[src/rtl/bitscan_unit.sv]
module bitscan_unit #(
  parameter int W = 64
) (
  input  logic         clk,
  input  logic         rst_n,
  input  logic         start,
  input  logic [2:0]   op_sel,
  input  logic [W-1:0] src,
  output logic         valid,
  output logic         illegal,
  output logic         dst_we,
  output logic [W-1:0] result,
  output logic [5:0]   flags,
  output logic [5:0]   flag_mask
);
  localparam int IW = $clog2(W + 1);
  localparam logic [5:0] M_ALL = 6'b111111;
  localparam logic [5:0] M_CZ  = 6'b001001;
  localparam logic [5:0] M_Z   = 6'b001000;

  logic [IW-1:0] lo_idx, hi_idx, ones;
  logic          nz;
  logic [W-1:0]  n_res;
  logic [5:0]    n_flg, n_msk;
  logic          n_we, n_ill;

  assign nz = |src;

  always_comb begin
    lo_idx = '0;
    hi_idx = '0;
    ones   = '0;
    for (int i = W - 1; i >= 0; i--)
      if (src[i]) lo_idx = IW'(i);
    for (int i = 0; i < W; i++) begin
      if (src[i]) hi_idx = IW'(i);
      ones = ones + {{(IW-1){1'b0}}, src[i]};
    end
  end

  always_comb begin
    n_res = '0;
    n_flg = '0;
    n_msk = '0;
    n_we  = 1'b0;
    n_ill = 1'b0;
    case (op_sel)
      3'd0, 3'd1: begin
        if (nz) begin
          n_res = W'(op_sel[0] ? hi_idx : lo_idx);
          n_we  = 1'b1;
          n_msk = M_ALL;
          n_flg[1] = ~^n_res[7:0];
          n_flg[4] = n_res[W-1];
        end else begin
          n_msk = M_Z;
          n_flg[3] = 1'b1;
        end
      end
      3'd2: begin
        n_res = W'(ones);
        n_we  = 1'b1;
        n_msk = M_ALL;
        n_flg[3] = ~nz;
      end
      3'd3, 3'd4: begin
        n_res = nz ? W'(op_sel[2] ? IW'(W - 1) - hi_idx : lo_idx) : W'(W);
        n_we  = 1'b1;
        n_msk = M_CZ;
        n_flg[0] = ~nz;
        n_flg[3] = ~|n_res;
      end
      default: n_ill = 1'b1;
    endcase
  end

  always_ff @(posedge clk) begin
    if (!rst_n) begin
      valid     <= 1'b0;
      illegal   <= 1'b0;
      dst_we    <= 1'b0;
      result    <= '0;
      flags     <= '0;
      flag_mask <= '0;
    end else begin
      valid <= start;
      if (start) begin
        illegal   <= n_ill;
        dst_we    <= n_we;
        result    <= n_res;
        flags     <= n_flg;
        flag_mask <= n_msk;
      end
    end
  end
endmodule

[config.mk]
export PLATFORM = sky130hd
export DESIGN_NAME = bitscan_unit
export DESIGN_NICKNAME = d
export VERILOG_FILES = /design/src/rtl/bitscan_unit.sv
export SDC_FILE = /design/constraint.sdc
export NUM_CORES = 1
export LEC_CHECK = 0
export BUFFER_PORTS_ARGS = -buffer_cell sky130_fd_sc_hd__buf_2
export CORE_UTILIZATION = 30
export DETAILED_ROUTE_END_ITERATION = 10
export GPL_TIMING_DRIVEN = 0
export PLACE_DENSITY = 0.55
export SYNTH_ARGS = -nofsm -noshare
export SYNTH_HDL_FRONTEND = slang
export SYNTH_SLANG_ARGS = --single-unit
[constraint.sdc]
create_clock -name clk -period 5.8 [get_ports clk]
set_input_delay 0 -clock clk [delete_from_list [all_inputs] [get_ports clk]]
set_output_delay 0 -clock clk [all_outputs]
set_load 0.03 [all_outputs]
==> impl_metrics.ini <==
[routing]
drt_iter0_drc = 288
routed_via_density = 5.00
antenna_left = 0
vias = 4599
route.detailed.drc = 15
wl_mm = 14.0
drtPass1Iterations = 9
wl_per_cell_um = 15.2

[logic_synthesis]
synth.avg_cell_area_um2 = 7.76
synthesis.area_mm2 = 0.00456
yosys-top-cells-count = 96 x inv_1, 64 x buf_4, 54 x fa_1
synth.most_common_cell = inv_1
synth_top_cell_by_area = fa_1
ys_seq_area_share_pct = 6.58
ys_types = 71
synthCells = 588
ys_async_sr_fraction_pct = 0
synth_edf_count = 0
synth_warnings = 0
synth_area_leaders = fa_1 24%, buf_4 11%, inv_1 7.9%
synth_seq_cells = 15
synth_ff_type = dfxtp_1
synth_top_cell_area_share_pct = 23.7

[critical_path]
cp-start-kind = input pin
regToRegStartpoint = flags[3]
crit_fanout = 7
cp-end-kind = flop
r2r_setup_slack_ns = 4.86
cp.required_ns = 5.94
rr_worst_depth = 2
r2r_end = flags[3]
crit_type = in -> reg
arrival_ns = 5.89

[timing]
min_period_over_period_pct = 99.2
clock.fmax_ghz = 0.174
drv_slew = 0
fin_crit_ns = 5.75
tightestPinTransition_ns = 0.928
clock-skew-final_ns = 0
rsz0062_at_grt = yes
whs_ns = 0.0643
hold_viol_final = 0
max-slew-margin-rel_pct = 37.6
setup_viol = 0

[worst_hold_path]
whs_endpoint = flags[0]
worstHoldStart = rst_n
hold_path_depth = 2
hp-class = in -> reg

[floorplan]
io_pins = 149
core_area_mm2 = 0.0147
die_x_um = 125
dieHeight_um = 125
design.die.area_mm2 = 0.0157
start_util_pct = 31.0
rows = 44

[global_route]
busiest_layer = met2
grt_pass1_wl_mm = 22.7
gr-usage-met3_pct = 2.44
grt_util_met2_pct = 29.2
track_usage_pct = 18.0
antenna_found_initial = 0
grt_pass1_vias = 4350
grt-ovfl-total = 0
grt_max_degree = 11
grt_use_met1_pct = 25.9

[job]
maxCapViolCount = 0

[placed_design]
gp_congestion = 0.915
place_hpwl_mm = 12.1
port_buffers = 83

[finish]
final_nets = 877
drive_gt1_share_pct = 25.8
seqCellArea_um2 = 300
antennaDiodeCount = 0
fin_util_pct = 38.1
multiInputGateArea_mm2 = 0.00362
area_growth_pct = 22.9
nFillCells = 1615

[clock_tree]
cts_buffer_depth = 2
clock_latency_ns = 0.24
root_buffer = clkbuf_16
clk_pin_slew_ns = 0.05
cts_buffers = 3
cts_tree = done
htreeDepth = 1
clock_sinks = 15

[outcome]
status = finished with violations
violations = design-rule violations

[pwr]
peakVddDrop_v = 0.000708
powerDensity_mw_per_mm2 = 663
p_leak_uw = 0.00268
==> routing by layer <==
layer | vias up | share of wire (%)
met4 | 0 | 1.2
met3 | 12 | 5.9
li1 | 2247 | -
met1 | 2177 | 47
met2 | 163 | 46
met5 | - | 0
==> state kept, by name (all words and copies together), names as in the netlist <==
signal	cells
valid	1
result	7
flags	3
flag_mask	3
illegal	1
==> worst max path at each step <==
stage | from | endpoint | slack, ns | cells after the start
after floorplan | src[61] | result[6] | 0.004 | 25
after global placement | src[59] | result[6] | -0.42 | 25
after detailed placement | src[59] | result[6] | -0.44 | 25
after CTS | src[61] | result[6] | -0.05 | 25
after global routing | src[53] | result[6] | -0.20 | 25
final | src[29] | result[6] | 0.05 | 23
==> worst max-delay path, stage by stage <==
cell and delay, ns:
buf_4 0.15, fa_1 0.57, inv_1 0.06, fa_1 0.45, fa_1 0.52, inv_1 0.06, fa_1 0.48, inv_1 0.05
fa_1 0.47, fa_1 0.55, fa_1 0.44, fa_1 0.51, inv_2 0.05, ha_4 0.16, fa_2 0.36, a21o_1 0.23
a21oi_2 0.18, nor2b_1 0.07, o21a_1 0.16, o21ai_1 0.12, a21oi_1 0.09, a21oi_1 0.12, nor2b_1 0.06
==> area by class of cell <==
class                   count  area share (%)
multi-input cells         462            64.7
plain buffers              74            9.56
repair buffers             85            8.48
inverters                  96            6.43
flip-flops and latches     15            5.36
well taps                 184            4.11
clock buffers               4            1.41
==> cells in the final DEF (no fill, tap or decap), types with 16 or more instances in the layout <==
cell and n:
conb_1 60, nor3_1 16, buf_2 75, nand2_1 27, a21oi_1 34, inv_1 85, nor2_1 40, fa_1 51
o21ai_0 21, buf_4 71, nor4_1 20
==> report_power, final <==
group	switching, uW	leakage [uW]	internal, uW
combinational	1870	0.00252	1580
sequential	7.66	0.000122	119
clock	39.6	0.0000382	92.9
==> repair_timing <==
item,in CTS,in global routing
gates resized for setup,2,38
setup buffers,0,2
hold buffers,0,0
pin swaps,5,14
endpoints found under the setup margin,2,3
==> cells by family (layout without fill, tap and decap cells) <==
logic type / Yosys count / in the layout / share of synthesized area, %
adders and majority gates: 71 / 71 / 28.3
other: 1 / 60 / 0.0822
DFF: 15 / 15 / 6.58
AOI/OAI and AO/OA: 151 / 151 / 22.8
xor gates and xnor gates: 7 / 7 / 1.34
muxes: 4 / 4 / 0.905
and+or+nand+nor: 169 / 169 / 20.5
buffers and inverters: 170 / 259 / 19.5
==> per-stage QoR <==
step                setup slack (ns)  cell area (um^2)  total power, uW  TNS (ns)  std cells
CTS                          -0.0470              5520             3690   -0.0470        918
floorplan                    0.00404              4790             2720         0        647
finish                        0.0459              5600             3720         0        920
detailed placement            -0.439              5440             3450     -1.05        914
global route                  -0.197              5600             4240    -0.347        920
global placement              -0.418              5440             3420    -0.916        914
No activity file was read; power rests on OpenSTA's default activity.
